File: src/rtl/sreq_pkg.sv
// Package: shared widths and helpers for the sensor bus request decoder.
// Assumes request = start, control, address, info, parity, end.
package sreq_pkg;
    parameter int ADDR_W  = 5;   // request address bits
    parameter int INFO_W  = 5;   // request information bits
    parameter int RESP_W  = 4;   // response information bits
    parameter int SEL_IDX = 3;   // info bit used as sixth address bit

    // Even-parity bit over a vector of up to 16 bits.
    function automatic logic even_par(input logic [15:0] v);
        return ^v;
    endfunction
endpackage

File: src/rtl/sreq_deser.sv
// Module: sreq_deser
// Collects FW qualified bits into a request. At the last bit it checks the
// start bit, the end bit and the even parity, and registers the payload
// (control, address, info). Assumes the bit stream is aligned to request
// boundaries from reset on.
module sreq_deser #(
    parameter int ADDR_W = sreq_pkg::ADDR_W,
    parameter int INFO_W = sreq_pkg::INFO_W,
    localparam int PW    = 1 + ADDR_W + INFO_W,
    localparam int FW    = PW + 3,
    localparam int CW    = $clog2(FW)
) (
    input  logic          clk,
    input  logic          rst_n,
    input  logic          rx_valid,
    input  logic          rx_bit,
    output logic          frame_ok,
    output logic [PW-1:0] payload
);
    logic [FW-2:0] sr;
    logic [CW-1:0] cnt;
    logic [FW-1:0] full;
    logic          clean;

    // Whole request as it stands once the current bit is included.
    assign full  = {sr, rx_bit};
    assign clean = !full[FW-1] && full[0] && !(^full[FW-2:1]);

    // Shift in qualified bits, count them, and judge the request at its end.
    always_ff @(posedge clk) begin
        if (!rst_n) begin
            sr       <= '0;
            cnt      <= '0;
            frame_ok <= 1'b0;
            payload  <= '0;
        end else begin
            frame_ok <= 1'b0;
            if (rx_valid) begin
                sr <= full[FW-2:0];
                if (cnt == CW'(FW - 1)) begin
                    cnt      <= '0;
                    frame_ok <= clean;
                    payload  <= full[FW-2:2];
                end else begin
                    cnt <= cnt + CW'(1);
                end
            end
        end
    end

    AST_FV_PULSE: assert property (@(posedge clk) disable iff (!rst_n)
        frame_ok |=> !frame_ok);
endmodule

File: src/rtl/sreq_addr.sv
// Module: sreq_addr
// Captures the two redundant address copies while reset is low and keeps
// the copy only if both agree, else address zero with a fault flag. Decides
// whether a request addresses this slave, in five-bit or six-bit mode.
module sreq_addr #(
    parameter int ADDR_W = sreq_pkg::ADDR_W,
    localparam int SW    = ADDR_W + 1
) (
    input  logic              clk,
    input  logic              rst_n,
    input  logic [SW-1:0]     copy0,
    input  logic [SW-1:0]     copy1,
    input  logic              ext_mode,
    input  logic              req_ok,
    input  logic              req_ctrl,
    input  logic [ADDR_W-1:0] req_addr,
    input  logic              req_sel,
    output logic [SW-1:0]     slave_addr,
    output logic              addr_fault,
    output logic              hit
);
    logic addr_eq, sel_ok, zero_block;

    // Load the working address during reset; hold it afterwards.
    always_ff @(posedge clk) begin
        if (!rst_n) begin
            if (copy0 == copy1) begin
                slave_addr <= copy0;
                addr_fault <= 1'b0;
            end else begin
                slave_addr <= '0;
                addr_fault <= 1'b1;
            end
        end
    end

    // Address comparison with optional Sel bit and the zero-address guard.
    always_comb begin
        addr_eq    = (req_addr == slave_addr[ADDR_W-1:0]);
        sel_ok     = !ext_mode || (req_sel == slave_addr[SW-1]);
        zero_block = !req_ctrl && (slave_addr[ADDR_W-1:0] == '0);
        hit        = req_ok && addr_eq && sel_ok && !zero_block;
    end

    AST_FAULT_ZERO: assert property (@(posedge clk) disable iff (!rst_n)
        addr_fault |-> (slave_addr == '0));
    AST_ADDR_HELD: assert property (@(posedge clk) disable iff (!rst_n)
        rst_n |=> $stable(slave_addr));
endmodule

File: src/rtl/sreq_resp_ser.sv
// Module: sreq_resp_ser
// Builds the response (start 0, info MSB first, even parity, end 1) on a
// start pulse and shifts it out one bit per cycle. The line idles high.
module sreq_resp_ser #(
    parameter int RESP_W = sreq_pkg::RESP_W,
    localparam int LEN   = RESP_W + 3,
    localparam int KW    = $clog2(LEN + 1)
) (
    input  logic              clk,
    input  logic              rst_n,
    input  logic              start,
    input  logic [RESP_W-1:0] info,
    output logic              tx_active,
    output logic              tx_bit
);
    logic [LEN-1:0] sr;
    logic [KW-1:0]  left;

    // Load the response on start, then shift it out MSB first.
    always_ff @(posedge clk) begin
        if (!rst_n) begin
            sr   <= '1;
            left <= '0;
        end else if (start) begin
            sr   <= {1'b0, info, sreq_pkg::even_par(16'(info)), 1'b1};
            left <= KW'(LEN);
        end else if (left != '0) begin
            sr   <= {sr[LEN-2:0], 1'b1};
            left <= left - KW'(1);
        end
    end

    assign tx_active = (left != '0);
    assign tx_bit    = tx_active ? sr[LEN-1] : 1'b1;

    AST_TX_AFTER_MATCH: assert property (@(posedge clk) disable iff (!rst_n)
        $rose(tx_active) |-> $past(start));
    AST_TX_IDLE_HIGH: assert property (@(posedge clk) disable iff (!rst_n)
        !tx_active |-> tx_bit);
endmodule

File: src/rtl/sensor_req_decoder.sv
// Module: sensor_req_decoder (top)
// Request decoder for a slave on a two-wire sensor/actuator bus: groups
// qualified bits into requests, checks their framing and parity, matches the
// address and answers a matched request with a serial response. Assumes one
// bit per rx_valid cycle, aligned to request boundaries after reset.
module sensor_req_decoder #(
    parameter int ADDR_W  = sreq_pkg::ADDR_W,
    parameter int INFO_W  = sreq_pkg::INFO_W,
    parameter int RESP_W  = sreq_pkg::RESP_W,
    parameter int SEL_IDX = sreq_pkg::SEL_IDX,
    localparam int SW     = ADDR_W + 1,
    localparam int PW     = 1 + ADDR_W + INFO_W
) (
    input  logic              clk,
    input  logic              rst_n,
    input  logic              ext_mode,
    input  logic [SW-1:0]     addr_copy0,
    input  logic [SW-1:0]     addr_copy1,
    input  logic              rx_valid,
    input  logic              rx_bit,
    input  logic [RESP_W-1:0] resp_info,
    output logic              frame_valid,
    output logic              req_ctrl,
    output logic [ADDR_W-1:0] req_addr,
    output logic [INFO_W-1:0] req_info,
    output logic              addr_match,
    output logic [SW-1:0]     slave_addr,
    output logic              addr_fault,
    output logic              tx_active,
    output logic              tx_bit
);
    logic [PW-1:0] payload;
    logic          hit;

    sreq_deser #(.ADDR_W(ADDR_W), .INFO_W(INFO_W)) u_deser (
        .clk      (clk),
        .rst_n    (rst_n),
        .rx_valid (rx_valid),
        .rx_bit   (rx_bit),
        .frame_ok (frame_valid),
        .payload  (payload)
    );

    // Split the registered payload into its fields.
    assign req_ctrl = payload[PW-1];
    assign req_addr = payload[PW-2 -: ADDR_W];
    assign req_info = payload[INFO_W-1:0];

    sreq_addr #(.ADDR_W(ADDR_W)) u_addr (
        .clk        (clk),
        .rst_n      (rst_n),
        .copy0      (addr_copy0),
        .copy1      (addr_copy1),
        .ext_mode   (ext_mode),
        .req_ok     (frame_valid),
        .req_ctrl   (req_ctrl),
        .req_addr   (req_addr),
        .req_sel    (req_info[SEL_IDX]),
        .slave_addr (slave_addr),
        .addr_fault (addr_fault),
        .hit        (hit)
    );

    assign addr_match = hit;

    sreq_resp_ser #(.RESP_W(RESP_W)) u_resp (
        .clk       (clk),
        .rst_n     (rst_n),
        .start     (hit),
        .info      (resp_info),
        .tx_active (tx_active),
        .tx_bit    (tx_bit)
    );

    AST_ZERO_NO_DATA: assert property (@(posedge clk) disable iff (!rst_n)
        (addr_match && !req_ctrl) |-> (slave_addr[ADDR_W-1:0] != '0));
endmodule

File: config.mk
export PLATFORM = sky130hd
export DESIGN_NAME = sensor_req_decoder
export DESIGN_NICKNAME = d
export VERILOG_FILES = /design/src/rtl/sreq_pkg.sv /design/src/rtl/sreq_deser.sv /design/src/rtl/sreq_addr.sv /design/src/rtl/sreq_resp_ser.sv /design/src/rtl/sensor_req_decoder.sv
export SDC_FILE = /design/constraint.sdc
export NUM_CORES = 1
export LEC_CHECK = 0
export ABC_AREA = 1
export BUFFER_PORTS_ARGS = -buffer_cell sky130_fd_sc_hd__buf_2
export CAP_MARGIN = 20
export CORE_ASPECT_RATIO = 1.5
export CORE_MARGIN = 3
export CORE_UTILIZATION = 50
export DETAILED_ROUTE_END_ITERATION = 10
export PLACE_DENSITY = 0.79
export SYNTH_ARGS = -nofsm -noshare
export SYNTH_HDL_FRONTEND = slang
export SYNTH_SLANG_ARGS = --single-unit
File: constraint.sdc
create_clock -name clk -period 1.8 [get_ports clk]
set_input_delay 0.27 -clock clk [delete_from_list [all_inputs] [get_ports clk]]
set_output_delay 0.27 -clock clk [all_outputs]
set_load 0.05 [all_outputs]
==> reports/results.tsv <==
stage	metric	value	unit
synthesis	synth_top_area_frac	0.336	
synthesis	syn_area	2270	um2
layout	drive_gt1_frac	0.220	
cts	insertion_delay	0.30	ns
cts	cts.sinks	45	
global_routing	grt.overflow.total	0	
sta	hold_viol_final	0	
sta	setup_viol_count_final	0	
layout	diodes	0	
layout	final_cells	392	
synthesis	synth.avg_cell_area	7.51	um2
sta	worstMarginPinSlew	0.427	ns
synthesis	synth_enable_flop_cells	7	
routing	vias	1963	
critical_path	path_class	reg -> out	
placed_design	placed_area	2490	um2
cts	clk_pin_slew	0.09	ns
placed_design	gp_congestion	0.825	
synthesis	synthTopCellsByArea	dfxtp_1 (34%), nor2_1 (9.9%), edfxtp_1 (9.3%)	
cts	htreeDepth	2	
cts	cts-root-buf	clkbuf_8	
routing	via_per_inst	5.01	
layout	seqCellArea	973	um2
layout	nFillCells	390	
floorplan	placementRows	29	
synthesis	ys_seq_area_frac	0.428	
routing	routed_wl	4.85	mm
synthesis	syn-num-nets	325	
routing	met1_length	1.92	mm
cts	cts_tree	yes	
floorplan	die_area	5390	um2
run	cap_violations	0	
sta	relSlewSlack	0.715	
global_routing	grt_pass1_vias	1709	
sta	period_needed	1.75	ns
placed_design	port_buffers	42	
pwr	peakVddDrop	620	uV
pwr	p_per_area	1110	nW/um2
floorplan	initial_core_util	0.525	
layout	multi_input_area	1130	um2
run_status	outcome	finished clean	
critical_path	endpoint_kind	output port	
synthesis	ys_seq_elements	45	
synthesis	netlist_instances	302	
cts	cts-buffers-inserted	5	
routing	met2_length	2.68	mm
routing	dr.pass1.iters	4	
routing	wl_per_cell	12.4	um
layout	stdcell_area	2680	um2
sta	clock.fmax	571	MHz
cts	cts_buffer_depth	2	
sta	fin_ws	0.0475	ns
critical_path	cp_max_fo	4	
global_routing	grt_max_degree	34	
floorplan	die_w	61.0	um
synthesis	yosys.cell_types.count	27	
floorplan	core	4320	um2
global_routing	antenna_found_initial	0	
floorplan	ios	43	
critical_path	cp.arrival	1.48	ns
routing	ant_nets	0	
synthesis	ys_warn_count	0	
floorplan	die_h	88.5	um
synthesis	ys.flop_type	dfxtp_1	
global_routing	grt_first_pass_wirelength	7.31	mm
routing	routed.top_layer	met4	
layout	area_growth	18.3	%
layout	nets	368	
synthesis	synth_most_common_cell	nor2_1	
global_routing	grt_usage	0.184	
synthesis	async_flop_share	0	
placed_design	place_inst	381	
placed_design	place_ws	0.266	ns
routing	wl_met3	162	um
hold_path	hold_class	in -> reg	
placed_design	dpl.hpwl	3.60	mm
critical_path	start_kind	register	
sta	period_share	0.974	
routing	drtIter0Drc	60	
synthesis	yosysTopAreaCell	dfxtp_1	
sta	rsz0062_at_grt	true	
critical_path	worstPathRequired	1.53	ns
sta	maxSlewViolCount	0	
routing	route.detailed.drc	0	
sta	fin_skew	0.00802	ns
pwr	leakage	1.31	nW
synthesis	ys_top_cells_by_count	nor2_1 (60), nand2_1 (50), dfxtp_1 (38)	
metrics by stage:
| step | hold slack (ns) | total power [mW] | utilization | TNS, ns |
|---|---|---|---|---|
| floorplan | 0.405 | 1.93 | - | 0 |
| global placement | 0.441 | 2.08 | 0.578 | 0 |
| detailed placement | 0.453 | 2.10 | 0.578 | 0 |
| CTS | 0.208 | 2.96 | 0.612 | 0 |
| global route | 0.251 | 3.16 | 0.621 | -0.0325 |
| finish | 0.221 | 2.97 | 0.621 | 0 |
final cells by class:
type | count | share of cell area
timing repair buffer | 48 | 0.102
clock inverter | 2 | 0.0140
tap | 46 | 0.0215
multi-input combinational | 213 | 0.422
sequential | 45 | 0.363
clock buffer | 6 | 0.0308
inverter | 32 | 0.0462
path summary, 6_finish.rpt:
check / depth (start not counted) / slack [ns] / startpoint / endpoint
max: 6 / 0.05 / u_resp.left[0] / tx_bit
min: 3 / 0.22 / rx_bit / u_deser.sr[0]
max reg2reg: 8 / 0.36 / u_addr.slave_addr[5] / u_resp.sr[5]
min reg2reg: 2 / 0.47 / u_deser.sr[12] / u_deser.sr[12]
cells by family after synthesis:
logic type,Yosys count,share of synthesized area
AO/OA/AOI/OAI,36,0.0822
buffers and inverters,44,0.0833
adder cells (fa/ha/maj),2,0.0110
flip-flops,45,0.428
XOR/XNOR,30,0.116
AND/OR/NAND/NOR,145,0.279
layer usage:
metal | GRT usage | vias up
met5 | 0 | -
met4 | 0.0710 | 0
met3 | 0.0438 | 6
met2 | 0.357 | 36
met1 | 0.178 | 889
li1 | - | 1032
critical path, cell delays in order, from the launching register on:
cell,delay [ns]
dfxtp_2,0.35
inv_1,0.06
ha_1,0.19
inv_1,0.09
nor2_4,0.06
or2_2,0.28
buf_6,0.16
flip-flops by register name (all words and copies together), names as in the netlist:
name               count
u_resp.sr              6
u_addr.slave_addr      6
u_addr.addr_fault      1
u_deser.sr            13
u_deser.cnt            4
u_resp.left            3
u_deser.frame_ok       1
u_deser.payload       11
power breakdown:
group | leakage [nW] | switching (mW) | internal [mW] | total (mW)
logic | 0.872 | 0.555 | 0.392 | 0.946
registers | 0.379 | 0.0886 | 1.13 | 1.22
clock network | 0.0574 | 0.353 | 0.451 | 0.805
what timing repair did:
| action | CTS | global route |
|---|---|---|
| setup buffers | 2 | 1 |
| pin swaps | 1 | 4 |
| hold buffers | 0 | 0 |
| resized for setup | 4 | 8 |
| setup endpoints to repair | 3 | 3 |
layout by cell type (no fill, tap or decap), types with 2 or more instances in the layout:
cell	count
a21oi_1	8
buf_2	39
buf_4	6
clkbuf_8	6
clkinvlp_4	2
dfxtp_1	36
dfxtp_2	2
edfxtp_1	7
ha_1	2
inv_1	29
inv_2	2
nand2_1	49
nand2_2	2
nand3_1	21
nand3_2	3
nand4_1	2
nor2_1	59
nor2_2	3
o21ai_0	27
xnor2_1	13
xnor2_2	2
xor2_1	15
No activity file was read; power rests on OpenSTA's default activity.
